===== src/rtl/ua_split_pkg.sv =====
package ua_split_pkg;
  localparam int unsigned LANES = 4;
  localparam int unsigned DW    = 8 * LANES;

  typedef enum logic [1:0] {
    ST_IDLE  = 2'd0,
    ST_BEAT0 = 2'd1,
    ST_BEAT1 = 2'd2,
    ST_RESP  = 2'd3
  } ua_state_t;

  // number of bytes touched by a size code (code 3 is taken as a word)
  function automatic logic [2:0] size_bytes(input logic [1:0] sz);
    case (sz)
      2'd0:    return 3'd1;
      2'd1:    return 3'd2;
      default: return 3'd4;
    endcase
  endfunction

  // mask keeping only the bytes of the access, right-justified
  function automatic logic [DW-1:0] keep_mask(input logic [1:0] sz);
    case (sz)
      2'd0:    return 32'h0000_00FF;
      2'd1:    return 32'h0000_FFFF;
      default: return 32'hFFFF_FFFF;
    endcase
  endfunction

  // lanes touched across two adjacent words, bit k = byte offset k
  function automatic logic [2*LANES-1:0] lane_span(input logic [1:0] off,
                                                    input logic [1:0] sz);
    logic [2*LANES-1:0] base_m;
    base_m = (8'd1 << size_bytes(sz)) - 8'd1;
    return base_m << off;
  endfunction

  // single-copy atomic set: bytes, even halfwords, aligned words
  function automatic logic is_natural(input logic [1:0] off,
                                      input logic [1:0] sz);
    return (sz == 2'd0) || ((sz == 2'd1) && !off[0]) || (off == 2'd0);
  endfunction
endpackage


===== src/rtl/ua_lane_plan.sv =====
module ua_lane_plan
  import ua_split_pkg::*;
(
  input  logic [1:0]       off,
  input  logic [1:0]       size,
  output logic [LANES-1:0] be_lo,
  output logic [LANES-1:0] be_hi,
  output logic             split,
  output logic             natural
);
  logic [2*LANES-1:0] span;

  always_comb begin
    span    = lane_span(off, size);
    be_lo   = span[LANES-1:0];
    be_hi   = span[2*LANES-1:LANES];
    split   = |be_hi;
    natural = is_natural(off, size);
  end
endmodule


===== src/rtl/ua_wdata_steer.sv =====
module ua_wdata_steer
  import ua_split_pkg::*;
(
  input  logic [1:0]    off,
  input  logic [1:0]    size,
  input  logic [DW-1:0] wdata,
  input  logic          hi_sel,
  output logic [DW-1:0] beat_wdata
);
  logic [DW-1:0]   kept;
  logic [2*DW-1:0] wide;

  always_comb begin
    kept       = wdata & keep_mask(size);
    wide       = {{DW{1'b0}}, kept} << {off, 3'b000};
    beat_wdata = hi_sel ? wide[2*DW-1:DW] : wide[DW-1:0];
  end
endmodule


===== src/rtl/ua_rdata_merge.sv =====
module ua_rdata_merge
  import ua_split_pkg::*;
(
  input  logic             clk,
  input  logic             rst_n,
  input  logic             clear,
  input  logic             cap_lo,
  input  logic             cap_hi,
  input  logic [LANES-1:0] be_lo,
  input  logic [LANES-1:0] be_hi,
  input  logic [DW-1:0]    bus_rdata,
  input  logic [1:0]       off,
  input  logic [1:0]       size,
  output logic [DW-1:0]    merged
);
  logic [2*DW-1:0] gather_q;

  for (genvar k = 0; k < LANES; k++) begin : g_lane
    always_ff @(posedge clk or negedge rst_n) begin
      if (!rst_n) begin
        gather_q[8*k +: 8]      <= 8'h00;
        gather_q[DW+8*k +: 8]   <= 8'h00;
      end else if (clear) begin
        gather_q[8*k +: 8]      <= 8'h00;
        gather_q[DW+8*k +: 8]   <= 8'h00;
      end else begin
        if (cap_lo && be_lo[k]) gather_q[8*k +: 8]    <= bus_rdata[8*k +: 8];
        if (cap_hi && be_hi[k]) gather_q[DW+8*k +: 8] <= bus_rdata[8*k +: 8];
      end
    end
  end

  logic [2*DW-1:0] shifted;
  always_comb begin
    shifted = gather_q >> {off, 3'b000};
    merged  = shifted[DW-1:0] & keep_mask(size);
  end
endmodule


===== src/rtl/ua_split_adapter.sv =====
module ua_split_adapter
  import ua_split_pkg::*;
#(
  parameter int unsigned AW = 32
) (
  input  logic             clk,
  input  logic             rst_n,
  input  logic             trap_en,
  input  logic             req_valid,
  output logic             req_ready,
  input  logic [AW-1:0]    req_addr,
  input  logic [1:0]       req_size,
  input  logic             req_write,
  input  logic [DW-1:0]    req_wdata,
  output logic             rsp_valid,
  output logic [DW-1:0]    rsp_rdata,
  output logic             rsp_err,
  output logic             rsp_fault,
  output logic             rsp_nonatomic,
  output logic             bus_valid,
  input  logic             bus_ready,
  output logic [AW-1:0]    bus_addr,
  output logic             bus_write,
  output logic [LANES-1:0] bus_be,
  output logic [DW-1:0]    bus_wdata,
  input  logic [DW-1:0]    bus_rdata,
  input  logic             bus_err
);
  ua_state_t     state_q;
  logic [AW-1:0] addr_q;
  logic [1:0]    size_q;
  logic          write_q;
  logic [DW-1:0] wdata_q;
  logic          fault_q;
  logic          err_q;

  // named internal events
  logic req_fire;
  logic beat_fire;
  logic hi_beat;
  logic req_trap;
  logic cap_lo;
  logic cap_hi;

  logic [LANES-1:0] be_lo, be_hi;
  logic             split, natural;
  logic [DW-1:0]    merged;
  logic [AW-1:0]    base_addr;

  ua_lane_plan u_plan (
    .off     (addr_q[1:0]),
    .size    (size_q),
    .be_lo   (be_lo),
    .be_hi   (be_hi),
    .split   (split),
    .natural (natural)
  );

  ua_wdata_steer u_steer (
    .off        (addr_q[1:0]),
    .size       (size_q),
    .wdata      (wdata_q),
    .hi_sel     (hi_beat),
    .beat_wdata (bus_wdata)
  );

  ua_rdata_merge u_merge (
    .clk       (clk),
    .rst_n     (rst_n),
    .clear     (req_fire),
    .cap_lo    (cap_lo),
    .cap_hi    (cap_hi),
    .be_lo     (be_lo),
    .be_hi     (be_hi),
    .bus_rdata (bus_rdata),
    .off       (addr_q[1:0]),
    .size      (size_q),
    .merged    (merged)
  );

  always_comb begin
    req_ready = (state_q == ST_IDLE);
    req_fire  = req_valid && req_ready;
    req_trap  = trap_en && !is_natural(req_addr[1:0], req_size);
    bus_valid = (state_q == ST_BEAT0) || (state_q == ST_BEAT1);
    hi_beat   = (state_q == ST_BEAT1);
    beat_fire = bus_valid && bus_ready;
    cap_lo    = beat_fire && !hi_beat && !bus_err;
    cap_hi    = beat_fire && hi_beat && !bus_err;
    base_addr = {addr_q[AW-1:2], 2'b00};
    bus_addr  = hi_beat ? base_addr + AW'(LANES) : base_addr;
    bus_be    = hi_beat ? be_hi : be_lo;
    bus_write = write_q;
  end

  always_ff @(posedge clk or negedge rst_n) begin
    if (!rst_n) begin
      state_q <= ST_IDLE;
      addr_q  <= '0;
      size_q  <= 2'd0;
      write_q <= 1'b0;
      wdata_q <= '0;
      fault_q <= 1'b0;
      err_q   <= 1'b0;
    end else begin
      case (state_q)
        ST_IDLE: begin
          if (req_fire) begin
            addr_q  <= req_addr;
            size_q  <= req_size;
            write_q <= req_write;
            wdata_q <= req_wdata;
            fault_q <= req_trap;
            err_q   <= 1'b0;
            state_q <= req_trap ? ST_RESP : ST_BEAT0;
          end
        end
        ST_BEAT0: begin
          if (beat_fire) begin
            if (bus_err) begin
              err_q   <= 1'b1;
              state_q <= ST_RESP;
            end else begin
              state_q <= split ? ST_BEAT1 : ST_RESP;
            end
          end
        end
        ST_BEAT1: begin
          if (beat_fire) begin
            err_q   <= bus_err;
            state_q <= ST_RESP;
          end
        end
        default: state_q <= ST_IDLE;
      endcase
    end
  end

  always_comb begin
    rsp_valid     = (state_q == ST_RESP);
    rsp_fault     = rsp_valid && fault_q;
    rsp_err       = rsp_valid && err_q;
    rsp_nonatomic = rsp_valid && !natural;
    rsp_rdata     = (rsp_valid && !write_q && !fault_q && !err_q) ? merged : '0;
  end
endmodule


===== config.mk =====
export PLATFORM = sky130hd
export DESIGN_NAME = ua_split_adapter
export DESIGN_NICKNAME = d
export VERILOG_FILES = /design/src/rtl/ua_split_pkg.sv /design/src/rtl/ua_lane_plan.sv /design/src/rtl/ua_wdata_steer.sv /design/src/rtl/ua_rdata_merge.sv /design/src/rtl/ua_split_adapter.sv
export SDC_FILE = /design/constraint.sdc
export NUM_CORES = 1
export LEC_CHECK = 0
export BUFFER_PORTS_ARGS = -buffer_cell sky130_fd_sc_hd__buf_2
export CAP_MARGIN = 20
export CORE_MARGIN = 3
export CORE_UTILIZATION = 40
export CTS_BUF_LIST = sky130_fd_sc_hd__clkbuf_2
export DETAILED_ROUTE_END_ITERATION = 16
export PLACE_DENSITY_LB_ADDON = 0.3
export SKIP_CTS_REPAIR_TIMING = 1
export SYNTH_ARGS = -nofsm -noshare
export SYNTH_HDL_FRONTEND = slang
export SYNTH_SLANG_ARGS = --single-unit

===== constraint.sdc =====
create_clock -name clk -period 4.69 [get_ports clk]
set_input_delay 0.469 -clock clk [delete_from_list [all_inputs] [get_ports clk]]
set_output_delay 0.469 -clock clk [all_outputs]
set_load 0.05 [all_outputs]

==> metrics.txt, run 1 <==
status=finished clean; Num CTS Buffers=17; IO buf count=about 210; Comb pwr share=0.636; adder-cell share of the synthesized area=0.0126; via/cell ratio=approximately 5.5; post-route ant nets=0; First-pass DRT Iterations=7; Sink Count=between 100 and 150; startpoint types=flop; worst min path class=in -> reg; Clock Tree Buf Depth=2; initial antenna violation count=3; Worst-Skew Late Latency=0.65 ns; r2r worst-path depth=6; largest stage delay on the critical path=0.90 ns; final worst path period need=4.18 ns; Final Instance Area=10,400 µm²; Fin Setup TNS=0 ns; first-pass GRT wire length=36,600 µm; DR vias=around 7,000; internal power=roughly 3.6 mW; Critical R2R Capture=u_merge.gather_q[34]; clock power share=0.092; Post-Synthesis Cells=around 750; gpl congestion=between 0.8 and 0.9; CP required=about 4.2 ns; CP bufs+invs=2; share of power burned in registers=0.272; Worst-Margin Slew=1.10 ns; top cell type's share of synthesized area=0.399; drt drc=0; Setup CP Type=reg -> out; delay-heaviest family, CP=adder cells; Critical Path Fanout Max=32; Power Dens Cells=~770 nW/µm²; Worst Setup SP=size_q[1]; io pins=about 210; ys flop type=dfrtp_1; multiplexer share of the synthesized area=0.230; number of H-tree levels=4; core area=19,100 µm²; Std-Cell Rows=50; Net Switching=4.34 mW; EDFF count, synth=0; DP Cell Count=~1,200; Synth area leader=dfrtp_1; Yosys Warn Count=0; die area=21,600 µm²; crit path max-delay cell type=ha_1; final setup vio count=0; HPWL after DPL=between 15,000 and 20,000 µm; Compound-Gate Fraction of Synth Area=0.130; WL final=24,400 µm; clk_skew=~0.022 ns; Final Hold Viols=0; worst path cell trace=buf_4 > nand2b_1 > ha_1 > a32oi_1 > nor2b_1 > a211oi_1 > buf_2; clock transition at the registers of the reported paths=0.19 ns; die height=around 150 µm; count of cell types in the netlist=64; highest clock rate=around 240 MHz; GR Overflow Total=0; Nets=between 1,000 and 1,500; Syn Area/Cell=10.7 µm²; Seq cells post-synth=approximately 130; Area Growth Syn to Fin=30.2%; Tcrit/Tclk final=0.892; post-synthesis sequential area ratio=0.399; Leak=slightly below 5 nW; Routed WL per cell=about 19 µm; switching share of total power=0.546; Hold EP=u_merge.gather_q[31]; relative slew slack=0.265; largest net degree at the start of global routing=84; Area contributors post-synth=dfrtp_1, mux2_2, mux4_2; Initial Util=0.416; Hold Path Cell Cnt=3; worst r2r src=state_q[0]; share of post-route cells with drive strength above 1=0.356; Max Cap Violations=0; CP arrival=~3.7 ns; main combinational cell family by area after synthesis=multiplexers; Synth Area in Simple Gates=0.147; FFs w/ async S/R, synth=1.00; post-synthesis xor/xnor area fraction=0.0341; RSZ-0062 raised after global routing=no; Post-Syn Area=around 8000 µm²; clock root buffer master=clkbuf_2; CP Capture Type=primary output; Total GRT Usage=0.212; maximum vdd drop=between 0.0005 and 0.0006 V; Initial DRC Count=about 570; Die Width=~150 µm; number of global-route vias before repair=slightly below 7,000; flop2flop setup slack=just under 2 ns; Post-Layout Cell Count=around 1,300; CTS tree=done; Hold Path Origin=bus_rdata[31]; fin. max-slew vios=0; Placed Area=9110 µm²
## cell families after synthesis
group / Yosys count
AND/OR/NAND/NOR: 213
AO/OA/AOI/OAI: 152
multiplexers: 134
flip-flops: 127
buffers and inverters: 80
XOR/XNOR: 31
adder cells (fa/ha/maj): 8
other: 1
## flip-flops by register name (all words and copies together), names as in the netlist
signal and flops:
addr_q 32, bus_write 1, err_q 1, fault_q 1
size_q 2, state_q 2, u_merge.gather_q 56, wdata_q 32
## power by group through the flow
stage / registers [mW] / logic, mW / clock network (mW)
after floorplan: 1.92 / 4.07 / 0
after global placement: 2.24 / 4.82 / 0
after detailed placement: 2.26 / 4.87 / 0
after CTS: 2.24 / 4.87 / 0.754
after global routing: 2.24 / 5.40 / 0.811
final: 2.16 / 5.06 / 0.731
## synthesized netlist by cell type (9+ instances only)
library cell	number
dfrtp_1	127
mux2_2	70
nor2_1	54
o21ai_0	42
a21oi_1	37
and3_1	34
nand3_1	33
mux2i_1	32
mux4_2	32
buf_2	31
nand2_1	28
xnor2_1	28
clkbuf_1	23
a22o_1	17
inv_1	16
and2_1	13
nand4_1	12
o21ai_1	11
nand3b_1	9
## cell type report
cell class / count / area, µm²
fill: 1695 / 8780
clock buffer: 17 / 85.1
inverter: 16 / 60.1
multi-input combinational: 540 / 4420
antenna: 1 / 2.50
timing repair buffer: 317 / 2120
clock inverter: 15 / 169
tap: 260 / 325
sequential: 127 / 3180
## stage by stage
| step | util | hold slack, ns | power (mW) | setup slack [ns] |
|---|---|---|---|---|
| floorplan | - | 0.173 | 5.99 | 1.11 |
| global placement | 0.476 | 0.502 | 7.06 | 1.28 |
| detailed placement | 0.476 | 0.515 | 7.13 | 1.23 |
| CTS | 0.489 | -0.246 | 7.87 | 0.450 |
| global route | 0.542 | 0.00463 | 8.45 | 0.162 |
| finish | 0.542 | 0.0468 | 7.95 | 0.508 |
## worst max path at each step
stage / end / slack (ns) / cells after the start
finish: bus_wdata[31] / 0.51 / 7
global route: bus_wdata[31] / 0.16 / 7
CTS: bus_wdata[31] / 0.45 / 7
detailed placement: bus_wdata[31] / 1.23 / 7
global placement: bus_wdata[31] / 1.28 / 7
floorplan: bus_wdata[31] / 1.11 / 9
## cells in the final DEF (no fill, tap or decap), types with 4 or more instances in the layout
master	synthesis	final
dfrtp_1	127	125
nor2_1	54	54
inv_1	16	16
mux4_2	32	32
a21oi_1	37	37
and2_1	13	12
and4_1	4	4
nor2b_1	5	5
o21ai_1	11	11
o21ai_0	42	42
xnor2_1	28	28
clkbuf_2	0	17
nand4_1	12	12
a32o_1	7	7
nand2_1	28	28
dlygate4sd3_1	0	97
and3_1	34	34
buf_4	4	11
a222oi_1	8	8
nand3_1	33	33
ha_1	8	8
nand3b_1	9	9
a211oi_1	8	8
mux2_2	70	70
a22o_1	17	17
buf_2	31	208
mux2i_1	32	32
## routing by layer
layer	wire length, µm	share of wire	track usage
met4	482	0.020	0.0610
met2	12300	0.50	0.355
met3	1370	0.056	0.0512
met1	10200	0.42	0.275
met5	27	0.0011	0
## worst reg2reg max path: stages, from the launching register on
cell,delay [ns]
dfrtp_1,0.45
inv_1,0.09
ha_1,0.30
buf_4,0.41
nand3b_1,0.78
o21ai_0,0.44
a21oi_1,0.11
Power figures use the tool's default switching activity.
==> run 2, diff against run 1 <==
Settings changed: REMOVE_ABC_BUFFERS from default to 1.
==> run 2 against run 1 <==
Compared with the run above: sequential power increased by 2%; critical path depth decreased by 2; die area unchanged; core utilization decreased by 0.22 points; worst setup slack improved by 0.23 ns; first-iteration DRC count decreased by 4.2%; final area decreased by 0.41%.
==> metrics.txt, run 2 (same netlist as run 1, synthesis figures left out) <==
gr busiest metal=met2; CTS tree=done; final worst path period need=about 4.0 ns; Critical R2R Capture=u_merge.gather_q[41]; Worst-Margin Slew=around 1.1 ns; Area Growth Syn to Fin=29.7%; RSZ-0062 raised after global routing=no; startpoint types=flop; number of H-tree levels=4; met2 Use GR=0.335; initial antenna violation count=1; largest stage delay on the critical path=~0.89 ns; Worst Setup SP=addr_q[0]; Die Width=between 100 and 150 µm; core area=about 19,000 µm²; clock power share=0.082; relative slew slack=0.298; Initial DRC Count=543; WL final=24,700 µm; Num CTS Buffers=17; Leak=approximately 4.8 nW; io pins=212; highest clock rate=between 200 and 300 MHz; Hold Path Origin=req_valid; drt drc=0; final setup vio count=0; internal power=between 3 and 4 mW; CP Capture Type=primary output; Nets=1,135; commonest non-fill, non-tap cell in the layout=buf_2; share of power burned in registers=0.280; share of post-route cells with drive strength above 1=0.352; switching share of total power=0.550; clock root buffer master=clkbuf_2; Regs by FF count=u_merge.gather_q (56), addr_q (32), wdata_q (32); Final Hold Viols=0; Routed WL per cell=between 15 and 20 µm; DR vias=7,219; worst r2r src=addr_q[0]; Setup CP Type=reg -> out; die height=between 100 and 150 µm; IO buf count=209; grt met3 use=0.0728; First-pass DRT Iterations=5; Net Switching=between 4 and 5 mW; first-pass GRT wire length=around 37,000 µm; via/cell ratio=between 5 and 6; HPWL after DPL=about 16,000 µm; met1 Use GR=0.283; clk_skew=between 0.02 and 0.025 ns; worst min path class=in -> reg; Initial Util=0.416; flop2flop setup slack=around 1.9 ns; Layout Utilization=0.539; worst path cell trace=buf_4 > xnor2_1 > o41ai_4 > mux2_2 > buf_2; r2r worst-path depth=5; CP required=roughly 4.2 ns; maximum vdd drop=0.000541 V; post-route ant nets=0; status=finished clean; Hold Path Cell Cnt=4; Critical Path Fanout Max=between 50 and 60; Clock Tree Buf Depth=2; Fin Setup TNS=0 ns; Comb pwr share=0.639; die area=21,600 µm²; GR Overflow Total=0; Power Dens Cells=763 nW/µm²; crit path max-delay cell type=dfrtp_4; Total GRT Usage=0.214; fin. max-slew vios=0; most frequent cells in the layout=buf_2, dfrtp_1, dlygate4sd3_1; Max Cap Violations=0; largest net degree at the start of global routing=78; Top reg by flops=u_merge.gather_q; Sink Count=between 100 and 150; Hold EP=state_q[0]; fillers=between 1,500 and 2,000; Std-Cell Rows=50; Worst-Skew Late Latency=around 0.70 ns; number of global-route vias before repair=between 6,000 and 7,000; gpl congestion=0.795; Tcrit/Tclk final=0.842; CP arrival=3.48 ns; clock transition at the registers of the reported paths=between 0.15 and 0.2 ns; max FFs per register=56
==> run 2: cell count changes in the layout (fill, tap and decap cells not counted), sizes merged <==
| cell | change |
|---|---|
| inv | -1 |
| clkinv | +1 |
| dlygate4sd3 | +3 |
| clkinvlp | -3 |
| bufinv | -1 |
| clkbuf | +3 |
==> run 2: through the flow <==
stage                     worst slack (ns)  hold WS [ns]  power [mW]  instances  instance area [µm²]
after floorplan                      0.396         0.173        5.89        683                 7650
after detailed placement              1.47         0.495        7.16       1163                 9120
after global placement                1.54         0.485        7.10       1163                 9120
after CTS                            0.655        -0.179        7.82       1194                 9320
after global routing                 0.465         0.142        8.36       1295                10300
final                                0.739         0.201        7.88       1295                10300
==> run 2: per-layer routing <==
metal / wire length [µm] / up-vias
li1: - / 3315
met1: 10300 / 3548
met2: 11800 / 316
met5: 0 / -
met4: 513 / 0
met3: 2100 / 40
==> run 2: power by group through the flow <==
stage | clock network, mW | registers [mW] | logic, mW
after floorplan | 0 | 2.14 | 3.75
after global placement | 0 | 2.19 | 4.90
after detailed placement | 0 | 2.21 | 4.95
after CTS | 0.665 | 2.19 | 4.96
after global routing | 0.715 | 2.29 | 5.36
final | 0.642 | 2.20 | 5.03
==> run 2: final cells by class <==
| type | count | area [µm²] | share of cell area |
|---|---|---|---|
| Antenna cell | 1 | 2.50 | 0.000242 |
| Clock buffer | 20 | 100 | 0.00970 |
| Clock inverter | 11 | 98.8 | 0.00957 |
| Inverter | 16 | 60.1 | 0.00582 |
| Multi-Input combinational cell | 540 | 4420 | 0.428 |
| Sequential cell | 127 | 3190 | 0.309 |
| Tap cell | 260 | 325 | 0.0315 |
| Timing Repair Buffer | 320 | 2130 | 0.207 |
==> run 2: critical path, delay by kind of cell (launching register included) <==
| family | cells | cell delay, ns |
|---|---|---|
| flops | 1 | 0.89 |
| xor+xnor | 1 | 0.20 |
| mux | 1 | 0.31 |
| buf+inv | 2 | 0.78 |
| compound gates | 1 | 0.58 |
==> run 2: worst max-delay path by stage <==
stage | depth (start not counted) | end
after global routing | 5 | bus_be[2]
after floorplan | 3 | bus_wdata[31]
after detailed placement | 5 | bus_be[2]
final | 5 | bus_be[2]
after global placement | 5 | bus_be[2]
after CTS | 5 | bus_be[2]
==> run 3, diff against run 2 <==
Clock period 4.69 ns to 3.5 ns, I/O delays scaled along.
==> run 3 against run 2 <==
Compared with the run above: wire length rose by 1.8%; count of clock-buffer cells in the layout fell by 3; via count rose by 0.90%; global-route usage rose by 0.35 points; worst setup slack got worse by 0.51 ns; sequential power rose by 32%; non-clock buffer count rose by 11; final area rose by 2.7%; critical path depth rose by 3; first-iteration DRC count fell by 24%; hold slack got worse by 0.11 ns.
==> metrics.txt, run 3 (same netlist as run 1, synthesis figures left out) <==
clock root buffer master=clkbuf_2; CTS tree=done; Initial Util=0.416; Tcrit/Tclk final=0.935; Setup CP Type=reg -> out; Final Hold Viols=0; flop2flop setup slack=just over 0.9 ns; Initial DRC Count=~420; Area Growth Syn to Fin=33.2%; Layout Utilization=0.554; die area=roughly 22,000 µm²; Std-Cell Rows=50; Leak=approximately 4.9 nW; initial antenna violation count=2; CP bufs+invs=2; io pins=~210; commonest non-fill, non-tap cell in the layout=buf_2; Power Dens Cells=1040 nW/µm²; max FFs per register=56; first-pass GRT wire length=37,600 µm; Final Instance Area=10,600 µm²; CP arrival=about 3 ns; Sink Count=127; largest stage delay on the critical path=between 0.4 and 0.5 ns; Worst-Skew Late Latency=slightly below 0.7 ns; final setup vio count=0; Top reg by flops=u_merge.gather_q; final worst path period need=approximately 3.3 ns; HPWL after DPL=~16,000 µm; status=finished clean; Crit. path cell count=8; die height=147 µm; cell with the most instances on the worst path=buf_4; Routed WL per cell=19.2 µm; startpoint types=flop; Max Cap Violations=0; clk_skew=~0.024 ns; worst path cell trace=buf_4 > nand2b_1 > ha_2 > nor2b_4 > a32o_1 > nor2_1 > a211oi_1 > buf_4; Fin Setup TNS=0 ns; relative slew slack=0.320; WL final=between 20,000 and 30,000 µm; Worst Setup SP=size_q[1]; fillers=1,699; Clock Tree Buf Depth=2; Worst setup endpoint=bus_wdata[26]; core area=19,100 µm²; First-pass DRT Iterations=5; maximum vdd drop=around 0.0009 V; IO buf count=between 200 and 250; CP required=~3.2 ns; highest clock rate=approximately 310 MHz; Placed Area=9220 µm²; crit path max-delay cell type=dfrtp_2; Die Width=between 100 and 150 µm; CP Capture Type=primary output; number of H-tree levels=4; gpl congestion=between 0.8 and 0.9; largest net degree at the start of global routing=75; total power=~11 mW; worst min path class=in -> reg; clock transition at the registers of the reported paths=0.19 ns; Num CTS Buffers=17; via/cell ratio=about 5.6; fin. max-slew vios=0; delay-heaviest family, CP=simple AND/OR/NAND/NOR gates; Nets=about 1,100; drt drc=0; Setup WS post-layout=between 0.2 and 0.25 ns; GR Overflow Total=0; worst r2r src=size_q[0]; share of post-route cells with drive strength above 1=0.372; r2r worst-path depth=7; DP Worst Slack=between 0.5 and 0.6 ns; Total GRT Usage=0.218; Regs by FF count=u_merge.gather_q (56), addr_q (32), wdata_q (32); most frequent cells in the layout=buf_2, dfrtp_1, dlygate4sd3_1; Worst-Margin Slew=1.02 ns; Critical Path Fanout Max=14; Critical R2R Capture=u_merge.gather_q[18]; number of global-route vias before repair=between 6,000 and 7,000; DR vias=roughly 7,300; post-route ant nets=0
## run 3: cell types whose count changed in the layout (fill, tap and decap cells not counted), moves of 3 or more
cell	previous run	this run
buf_2	208	204
clkinv_1	5	0
clkbuf_2	20	17
buf_12	0	3
buf_4	12	22
clkinvlp_4	0	3
bufinv_16	2	5
clkinv_4	0	3
## run 3: stage by stage
step | hold slack (ns) | instances
2_1_floorplan | 0.0544 | 683
3_3_place_gp | 0.485 | 1172
3_5_place_dp | 0.489 | 1173
4_1_cts | -0.326 | 1205
5_1_grt | 0.0505 | 1308
6_report | 0.0903 | 1308
## run 3: per-layer routing
layer / track usage / vias to the layer above / wire [µm]
met1: 0.280 / 3576 / 10300
met3: 0.0814 / 43 / 2190
met2: 0.347 / 325 / 12100
li1: - / 3340 / -
met5: 0 / - / 0
met4: 0.0606 / 0 / 500
## run 3: power by group
group          internal [mW]  switching (mW)
sequential              2.12           0.787
combinational           2.48            4.53
clock                  0.537           0.597
## run 3: area by class of cell
cell class	count	area (µm²)	share of cell area
timing repair buffer	331	2260	0.213
tap	260	325	0.0307
clock buffer	17	85.1	0.00802
inverter	16	60.1	0.00566
multi-input combinational	540	4460	0.421
sequential	127	3190	0.300
clock inverter	15	219	0.0206
antenna	2	5.00	0.000472
## run 3: worst register-to-register path, delay by kind of cell, from the launching register on
kind,cells,cell delay (ns)
DFF,1,0.42
adders and majority gates,1,0.34
and+or+nand+nor,3,0.58
AOI/OAI and AO/OA,1,0.68
buffers and inverters,1,0.17
muxes,1,0.26
## run 3: worst min path at each step
stage,startpoint,end,slack [ns],cells past startpoint
5_1_grt,bus_err,state_q[0],0.05,5
2_1_floorplan,rst_n,addr_q[0],0.05,0
6_report,req_valid,state_q[1],0.09,4
3_3_place_gp,wdata_q[8],wdata_q[8],0.48,1
3_5_place_dp,wdata_q[8],wdata_q[8],0.49,1
4_1_cts,rst_n,addr_q[23],-0.33,1
